<file path="src/rtl/ndiv_pkg.sv">
package ndiv_pkg;

    // Width of the shared first/top-section register
    localparam int FL_W = 4;

    typedef enum logic [2:0] {
        MODE_HOLD,
        MODE_DIV10,
        MODE_DIV8,
        MODE_DIV5,
        MODE_DIV4,
        MODE_DIV2
    } ndiv_mode_e;

    typedef struct packed {
        logic            hold;     // preset-hold state
        logic [FL_W-1:0] modulus;  // first-section modulus
        logic [2:0]      used;     // bits of the shared register owned by the first section
    } ndiv_cfg_t;

    // sel = {a, b, c}
    function automatic ndiv_mode_e decode_mode(input logic [2:0] sel);
        ndiv_mode_e m;
        case (sel[1:0])
            2'b00:   m = MODE_HOLD;
            2'b01:   m = MODE_DIV5;
            2'b10:   m = sel[2] ? MODE_DIV10 : MODE_DIV4;
            default: m = sel[2] ? MODE_DIV2  : MODE_DIV8;
        endcase
        return m;
    endfunction

    function automatic ndiv_cfg_t mode_cfg(input ndiv_mode_e m);
        ndiv_cfg_t c;
        c.hold    = 1'b0;
        c.modulus = FL_W'(10);
        c.used    = 3'd4;
        case (m)
            MODE_DIV10: begin c.modulus = FL_W'(10); c.used = 3'd4; end
            MODE_DIV8:  begin c.modulus = FL_W'(8);  c.used = 3'd3; end
            MODE_DIV5:  begin c.modulus = FL_W'(5);  c.used = 3'd3; end
            MODE_DIV4:  begin c.modulus = FL_W'(4);  c.used = 3'd2; end
            MODE_DIV2:  begin c.modulus = FL_W'(2);  c.used = 3'd1; end
            default:    c.hold = 1'b1;
        endcase
        return c;
    endfunction

    function automatic logic [FL_W-1:0] low_mask(input logic [2:0] used);
        return FL_W'((32'd1 << used) - 32'd1);
    endfunction

endpackage

</file>
<file path="src/rtl/ndiv_mode_dec.sv">
module ndiv_mode_dec
    import ndiv_pkg::*;
(
    input  logic [2:0] mode_sel,
    output ndiv_cfg_t  cfg
);

    ndiv_mode_e mode;

    always_comb begin
        mode = decode_mode(mode_sel);
        cfg  = mode_cfg(mode);
    end

endmodule

</file>
<file path="src/rtl/ndiv_first.sv">
module ndiv_first
    import ndiv_pkg::*;
(
    input  logic [FL_W-1:0] fl_q,
    input  ndiv_cfg_t       cfg,
    input  logic            step,
    output logic [FL_W-1:0] first_val,
    output logic [FL_W-1:0] first_next,
    output logic            borrow
);

    always_comb begin
        first_val  = fl_q & low_mask(cfg.used);
        first_next = first_val;
        borrow     = 1'b0;
        if (step) begin
            if (first_val == '0) begin
                first_next = cfg.modulus - FL_W'(1);
                borrow     = 1'b1;
            end else begin
                first_next = first_val - FL_W'(1);
            end
        end
    end

endmodule

</file>
<file path="src/rtl/ndiv_decade.sv">
module ndiv_decade #(
    parameter int DIG_W   = 4,
    parameter int DIG_TOP = 9
) (
    input  logic [DIG_W-1:0] d_q,
    input  logic             borrow_in,
    output logic [DIG_W-1:0] d_next,
    output logic             borrow_out
);

    localparam logic [DIG_W-1:0] WRAP = DIG_W'(DIG_TOP);

    always_comb begin
        borrow_out = borrow_in && (d_q == '0);
        d_next     = d_q;
        if (borrow_in) begin
            d_next = (d_q == '0) ? WRAP : d_q - DIG_W'(1);
        end
    end

endmodule

</file>
<file path="src/rtl/ndiv_last.sv">
module ndiv_last
    import ndiv_pkg::*;
(
    input  logic [FL_W-1:0] fl_q,
    input  ndiv_cfg_t       cfg,
    input  logic            borrow_in,
    output logic [FL_W-1:0] last_val,
    output logic [FL_W-1:0] last_next,
    output logic [FL_W-1:0] last_placed
);

    always_comb begin
        last_val    = fl_q >> cfg.used;
        last_next   = borrow_in ? last_val - FL_W'(1) : last_val;
        last_placed = last_next << cfg.used;
    end

endmodule

</file>
<file path="src/rtl/ndiv_counter.sv">
module ndiv_counter
    import ndiv_pkg::*;
#(
    parameter  int DIGITS  = 3,
    parameter  int DIG_W   = 4,
    parameter  int DIG_TOP = 9,
    localparam int JAM_W   = FL_W + DIGITS * DIG_W
) (
    input  logic             clk,
    input  logic             rst,
    input  logic [2:0]       mode_sel,
    input  logic [JAM_W-1:0] jam,
    input  logic             latch_en,
    output logic             div_out
);

    ndiv_cfg_t cfg;
    logic      hold_w;

    logic [FL_W-1:0] fl_q;
    logic [FL_W-1:0] first_val, first_next;
    logic [FL_W-1:0] last_val, last_next, last_placed;

    logic [DIGITS-1:0][DIG_W-1:0] dec_q, dec_next;
    logic [DIGITS:0]              chain;

    logic armed_q;   // set one edge after leaving the hold state
    logic owed_q;    // pulse still due after the hold state begins
    logic out_q;

    logic counting, at_one, next_one, reload, pulse;

    ndiv_mode_dec i_mode_dec (
        .mode_sel (mode_sel),
        .cfg      (cfg)
    );

    assign hold_w = cfg.hold;

    ndiv_first i_first (
        .fl_q       (fl_q),
        .cfg        (cfg),
        .step       (armed_q),
        .first_val  (first_val),
        .first_next (first_next),
        .borrow     (chain[0])
    );

    for (genvar gi = 0; gi < DIGITS; gi++) begin : g_dec
        ndiv_decade #(
            .DIG_W   (DIG_W),
            .DIG_TOP (DIG_TOP)
        ) i_dec (
            .d_q        (dec_q[gi]),
            .borrow_in  (chain[gi]),
            .d_next     (dec_next[gi]),
            .borrow_out (chain[gi+1])
        );
    end

    ndiv_last i_last (
        .fl_q        (fl_q),
        .cfg         (cfg),
        .borrow_in   (chain[DIGITS]),
        .last_val    (last_val),
        .last_next   (last_next),
        .last_placed (last_placed)
    );

    always_comb begin
        counting = armed_q && !cfg.hold;
        at_one   = (first_val == FL_W'(1)) && (last_val == '0) && (dec_q == '0);
        next_one = (first_next == FL_W'(1)) && (last_next == '0) && (dec_next == '0);
        reload   = cfg.hold || (counting && at_one);
        pulse    = (armed_q && at_one) || owed_q;
    end

    always_ff @(posedge clk) begin
        if (rst || reload) begin
            fl_q  <= jam[FL_W-1:0];
            dec_q <= jam[JAM_W-1:FL_W];
        end else if (counting) begin
            fl_q  <= first_next | last_placed;
            dec_q <= dec_next;
        end
    end

    always_ff @(posedge clk) begin
        if (rst) begin
            armed_q <= 1'b0;
            owed_q  <= 1'b0;
            out_q   <= 1'b0;
        end else begin
            armed_q <= !cfg.hold;
            owed_q  <= armed_q && cfg.hold && next_one;
            out_q   <= pulse || (latch_en && out_q);
        end
    end

    assign div_out = out_q;

endmodule

</file>
<file path="config.mk">
export PLATFORM = sky130hd
export DESIGN_NAME = ndiv_counter
export DESIGN_NICKNAME = d
export VERILOG_FILES = /design/src/rtl/ndiv_pkg.sv /design/src/rtl/ndiv_mode_dec.sv /design/src/rtl/ndiv_first.sv /design/src/rtl/ndiv_decade.sv /design/src/rtl/ndiv_last.sv /design/src/rtl/ndiv_counter.sv
export SDC_FILE = /design/constraint.sdc
export NUM_CORES = 1
export LEC_CHECK = 0
export BUFFER_PORTS_ARGS = -buffer_cell sky130_fd_sc_hd__buf_2
export CORE_UTILIZATION = 40
export CTS_CLUSTER_SIZE = 40
export DETAILED_ROUTE_END_ITERATION = 10
export PLACE_DENSITY = 0.69
export SLEW_MARGIN = 20
export SYNTH_ARGS = -nofsm -noshare
export SYNTH_HDL_FRONTEND = slang
export SYNTH_SLANG_ARGS = --single-unit
</file>
<file path="constraint.sdc">
create_clock -name clk -period 3.65 [get_ports clk]
set_clock_uncertainty 0.05 [all_clocks]
set_input_delay 0.73 -clock clk [delete_from_list [all_inputs] [get_ports clk]]
set_output_delay 0.73 -clock clk [all_outputs]
set_load 0.005 [all_outputs]
</file>
After elaboration in Yosys (flattened, before gate mapping)
Index checks and enable logic that the tools add are counted.
Widths: inputs -> output; s select.
{ "totals": {"reg_bits": 19, "latchBits": 0, "ramBits": 0, "rom_bits": 0, "inputBits": 22, "mem_count": 0} }
{ "classes": {"addsub": 7, "mul": 0, "n_div": 0, "n_lt_le_gt_ge": 0, "n_eq_ne": 9, "shifts": 3, "n_mux": 20, "bitwise_logic": 2, "n_reduce_logical": 28} }
{ "ops": {"columns": ["operator", "n"], "rows": [
  ["$mux 4", 11],
  ["$pmux 7 s4", 1],
  ["$sub 4x1->4 const B", 7],
  ["$logic_not 12->1", 2],
  ["$logic_not 4->1", 6],
  ["$mux 12", 2],
  ["$logic_and 1x1->1", 13],
  ["$pmux 3 s3", 1],
  ["$eq 4x1->1 const B", 2],
  ["$eq 3x2->1 const B", 2],
  ["$eq 3x3->1 const B", 2],
  ["$mux 3", 2],
  ["$reduce_or 5->1", 1],
  ["$and 4x4->4", 1],
  ["$logic_or 1x1->1", 4],
  ["$or 4x4->4", 1],
  ["$shl 1x3->4 const A", 1],
  ["$shl 4x3->4", 1],
  ["$shr 4x3->4", 1],
  ["$eq 3x1->1 const B", 1],
  ["$mux 1", 3],
  ["$eq 2x1->1 const B", 1],
  ["$eq 2x2->1 const B", 1],
  ["$logic_not 2->1", 1],
  ["$reduce_bool 2->1", 1]
]} }

Logic depth before layout (Yosys ltp)
{ "depth": {"ltp_word": 18, "depth_mapped": 12} }

Modules after synthesis
Synthesis repeated with hierarchy kept, for this count alone.
{ "unflattened": {"hier_cells": 198, "area_unflattened_um2": 1909.3} }
{ "modules_own_cells": {"columns": ["mod", "n_inst", "cells_each", "area_per_inst_um2", "seq_area_each_um2"], "rows": [
  ["ndiv_counter", 1, 67, 950.9, 540.5],
  ["ndiv_last", 1, 56, 409.1, 0.0],
  ["ndiv_first", 1, 32, 252.7, 0.0],
  ["ndiv_decade", 3, 11, 78.8, 0.0],
  ["ndiv_mode_dec", 1, 10, 60.1, 0.0]
]} }

Worst setup path before layout
No wires, ideal clock.
{ "synth_timing": {"path_type": "in2reg", "startpoint": "in mode_sel[1]", "endpoint": "reg fl_q[1], data pin", "arrival_time_ns": 3.045, "required_time_ns": 3.339, "slack_ns": 0.294, "path_stages": 12, "path_cell_list": "clkbuf_1 nand3_1 ha_1 nor2b_1 inv_1 ha_1 and2_1 nand3_1 nor4_4 xnor2_1 nor2b_1 o32a_1"} }
{ "synth_between": {"elab_chain_len": 18} }
{ "synth_lines": {"columns": ["element", "line_no", "rtl"], "rows": [
  ["start: declaration", "ndiv_counter.sv:11", "input logic [2:0] mode_sel,"],
  ["$eq 2x2->1 (tied with other cells)", "ndiv_pkg.sv:24", "case (sel[1:0])"],
  ["$pmux 3 s3 (*)", "ndiv_pkg.sv:24", null],
  ["$eq 3x3->1 or $eq 3x2->1 (tied branches)", "ndiv_pkg.sv:38", "case (m)"],
  ["$pmux 7 s4", "ndiv_pkg.sv:38", null],
  ["$shl 1x3->4", "ndiv_pkg.sv:50", "return FL_W'((32'd1 << used) - 32'd1);"],
  ["$sub 4x1->4", "ndiv_pkg.sv:50", null],
  ["$and 4x4->4", "ndiv_first.sv:13", "first_val = fl_q & low_mask(cfg.used);"],
  ["$logic_not 4->1", "ndiv_first.sv:17", "if (first_val == '0) begin"],
  ["$mux 1", "ndiv_first.sv:17", null],
  ["$mux 1", "ndiv_first.sv:16", "if (step) begin"],
  ["$logic_and 1x1->1 (3 in series)", "ndiv_decade.sv:14", "borrow_out = borrow_in && (d_q == '0);"],
  ["$mux 4", "ndiv_last.sv:14", "last_next = borrow_in ? last_val - FL_W'(1) : last_val;"],
  ["$shl 4x3->4", "ndiv_last.sv:15", "last_placed = last_next << cfg.used;"],
  ["$or 4x4->4", "ndiv_counter.sv:83", "fl_q <= first_next | last_placed;"],
  ["$mux 4", "ndiv_counter.sv:82", "end else if (counting) begin"],
  ["$mux 4 (*)", "ndiv_counter.sv:79", "if (rst || reload) begin"],
  ["end signal: assignment", "ndiv_counter.sv:80", "fl_q <= jam[FL_W-1:0];"],
  ["end signal: assignment", "ndiv_counter.sv:83", null],
  ["end: declaration", "ndiv_counter.sv:20", "logic [FL_W-1:0] fl_q;"]
]} }
Mark *: on every way between the ends. The rest lies on a longest branch, timed or not. The select of a mux whose other input is x is not followed.
A chain may end at the register's enable or synchronous reset.

Final worst setup path
Same ends and word-level chain as after synthesis.

==> results.py <==
metrics = {
    "cts": {
        "postCtsSetupRepairBufs": 0,
        "clock-sinks": 19,
        "cts_buffers": 3,
        "cts_max_level": 1,
        "ctsResizeCount": 0,
        "cts_tree": "built",
        "clock_latency_ns": 0.26,
        "cts_root_buf": "clkbuf_8",
        "clkTransAtPathRegs_ns": 0.08,
        "postCtsHoldBufs": 0,
        "clk_path_buf_depth": 2,
    },
    "sta": {
        "min_period_ns": 3.068,
        "max-slew-margin-rel_pct": 53.62,
        "fin_ws_ns": 0.5822,
        "max_freq_mhz": 326.0,
        "fin_tns_setup_ns": 0,
        "timing.hold.ws_ns": 0.4044,
        "period_share_pct": 84.05,
        "finalMaxSlewViolations": 0,
        "rsz0062_at_grt": "false",
        "hold_violations": 0,
        "tightest_slew_ns": 0.6957,
        "setup_violations": 0,
    },
    "yosys": {
        "synthArstFlopShare_pct": 0,
        "synth_adder_area_share_pct": 4.651,
        "synth-edff-count": 16,
        "synth_top_area_share_pct": 29.77,
        "ys_types": 54,
        "synth_xor_area_share_pct": 3.798,
        "ys_top_cells_by_count": "nor2_1, edfxtp_1, a21oi_1, nand2_1, nand3_1",
        "synth_top_family_by_area": "simple AND/OR/NAND/NOR gates",
        "syn-num-nets": 215,
        "netlist_area_um2": 1614,
        "synth-main-ff-cell": "edfxtp_1",
        "synth.area.mux_share_pct": 5.116,
        "synth_area_per_cell_um2": 8.631,
        "ys_seq_elements": 19,
        "syn_inst": 187,
        "synth.largest_area_cell": "edfxtp_1",
        "yosys.area_share.simple_pct": 30.00,
        "yosys_warnings": 0,
        "yosys.cell_count.top_type": "nor2_1",
        "yosysSeqAreaShare_pct": 33.49,
        "yosys-top-cells-area": "edfxtp_1, nor2_1, ha_1",
        "synth_compound_area_share_pct": 19.15,
    },
    "global_routing": {
        "grt_antenna_before_repair": 0,
        "first_global_vias": 1347,
        "gr-total-overflow": 0,
        "grt_max_degree": 17,
        "grt_pass1_wl_um": 5934,
        "grtUsageTotal_pct": 17.98,
    },
    "layout": {
        "drive_above_1_share_pct": 20.19,
        "syn_to_final_growth_pct": 14.50,
        "num-fill-cells": 379,
        "nNetsFinal": 242,
        "diodes": 0,
        "multi_input_area_um2": 1016,
        "regArea_um2": 540.5,
    },
    "worst_setup_path": {
        "worst-setup-path-type": "primary input to flip-flop",
        "cp-startpoint": "mode_sel[1]",
        "regToRegSetupSlack_ns": 0.95,
        "ff2ff_path_depth": 8,
        "r2r-end": "dec_q[0]$_DFFE_PP_",
        "crit_end": "fl_q[1]$_DFFE_PP_",
        "crit_path_start_kind": "primary input",
        "cp_max_fo": 6,
        "r2r_start": "fl_q[3]$_DFFE_PP_",
        "arrival_ns": 3.03,
        "critPathCaptureType": "flip-flop",
        "required_ns": 3.62,
    },
    "floorplanning": {
        "dieHeight_um": 65.52,
        "row_count": 22,
        "core-area_um2": 3771,
        "die-area_um2": 4293,
        "die_w_um": 65.52,
        "floorplan.initialDensity_pct": 42.80,
        "pin_count": 23,
    },
    "route": {
        "drt_iter0_drc": 49,
        "detail_route.vias_per_cell": 5.636,
        "vias": 1471,
        "drt-total-wl_um": 3534,
        "drtAntennaViolNets": 0,
        "drc": 0,
        "dr.pass1.iters": 4,
        "wl_per_cell_um": 13.54,
    },
    "place": {
        "dp_hpwl_um": 2689,
        "pre_cts_ws_ns": 0.3348,
        "portBuffers": 22,
        "globalplace.congestion": 0.8812,
    },
    "flow_run": {
        "max_cap_violations": 0,
    },
    "hold_path": {
        "hold_class": "flip-flop to flip-flop",
        "min-delay-start": "owed_q$_SDFF_PP0_",
    },
    "run_status": {
        "status": "finished clean",
    },
    "power_and_ir_drop": {
        "p_leak_nw": 0.6718,
        "power_density_nw_per_um2": 327.3,
        "peakVddDrop_mv": 0.2245,
    },
}
## state kept, by name, summed over array words and instances, names as in the netlist
register,cells
fl_q,4
owed_q,1
armed_q,1
dec_q,12
div_out,1
## worst min-delay path by stage
stage | to | slack (ns) | cells after the start
global placement | div_out$_SDFF_PP0_ | 0.38 | 2
detailed placement | div_out$_SDFF_PP0_ | 0.39 | 2
CTS | div_out$_SDFF_PP0_ | 0.41 | 2
global route | div_out$_SDFF_PP0_ | 0.44 | 2
floorplan | div_out$_SDFF_PP0_ | 0.37 | 2
finish | div_out$_SDFF_PP0_ | 0.40 | 2
## cells by family (layout without fill, tap and decap cells)
family,after synthesis,count (layout)
other,1,1
AOI/OAI and AO/OA,44,44
xor gates and xnor gates,7,7
muxes,8,8
adders and majority gates,6,6
and+or+nand+nor,90,90
buffers and inverters,12,38
DFF,19,19
## cell type report
type,instances,area share (%)
clock buffers,3,2.234
well taps,48,3.250
multi-input cells,156,54.98
flip-flops and latches,19,29.25
inverters,4,0.8125
clock inverters,1,0.2708
repair buffers,30,9.208
## critical path: stages
cell and delay (ns):
buf_2 0.09, nand3_1 0.14, ha_1 0.32, nor2b_1 0.06, inv_1 0.16, ha_1 0.29
and2_1 0.25, nand3_1 0.16, nor4_4 0.23, xnor2_1 0.12, nor2b_1 0.17, o32a_1 0.33
## report_power, final
| part | switching (W) | internal, W |
|---|---|---|
| logic | 0.0000895 | 0.0000740 |
| clock network | 0.0000738 | 0.0000760 |
| registers | 0.0000274 | 0.000264 |
## cell usage in the layout, fill, tap and decap left out, types with 2 or more instances in the layout
cell / netlist / final
a21oi_1: 12 / 12
nand2b_1: 8 / 8
xnor2_1: 5 / 5
nand3b_1: 2 / 2
nand3_1: 9 / 9
or2_2: 2 / 2
a21boi_0: 2 / 2
nand2_1: 12 / 12
edfxtp_1: 16 / 16
nor2b_1: 5 / 5
mux2_1: 2 / 2
nor4_1: 2 / 2
nand4_1: 2 / 2
xor2_1: 2 / 2
ha_1: 6 / 6
dfxtp_1: 3 / 3
o21ai_0: 4 / 4
nor3_1: 7 / 7
buf_4: 0 / 8
clkbuf_8: 0 / 3
nor2_1: 28 / 28
o21ai_1: 2 / 2
mux2i_1: 6 / 6
and2_1: 2 / 2
a31oi_1: 6 / 6
buf_2: 4 / 22
o22a_1: 2 / 2
inv_1: 4 / 4
or3_1: 3 / 3
## metrics by stage
stage	cells	total power, W	area [µm²]	util (%)
after floorplan	187	0.0004087	1614	-
after global placement	257	0.0004557	1802	47.78
after detailed placement	257	0.0004578	1802	47.78
after CTS	261	0.0006038	1848	49.00
after global routing	261	0.0006378	1848	49.00
final	261	0.0006049	1848	49.00
## metal layers
layer	wire length (µm)	up-vias	part of all wire, %	global-route usage [%]
li1	-	749	-	-
met1	1761	684	50	24.41
met2	1565	29	44	28.87
met3	127	9	3.6	2.257
met4	80	0	2.3	6.793
met5	0	-	0	0
Note: power is estimated with default switching activity, not from simulation.
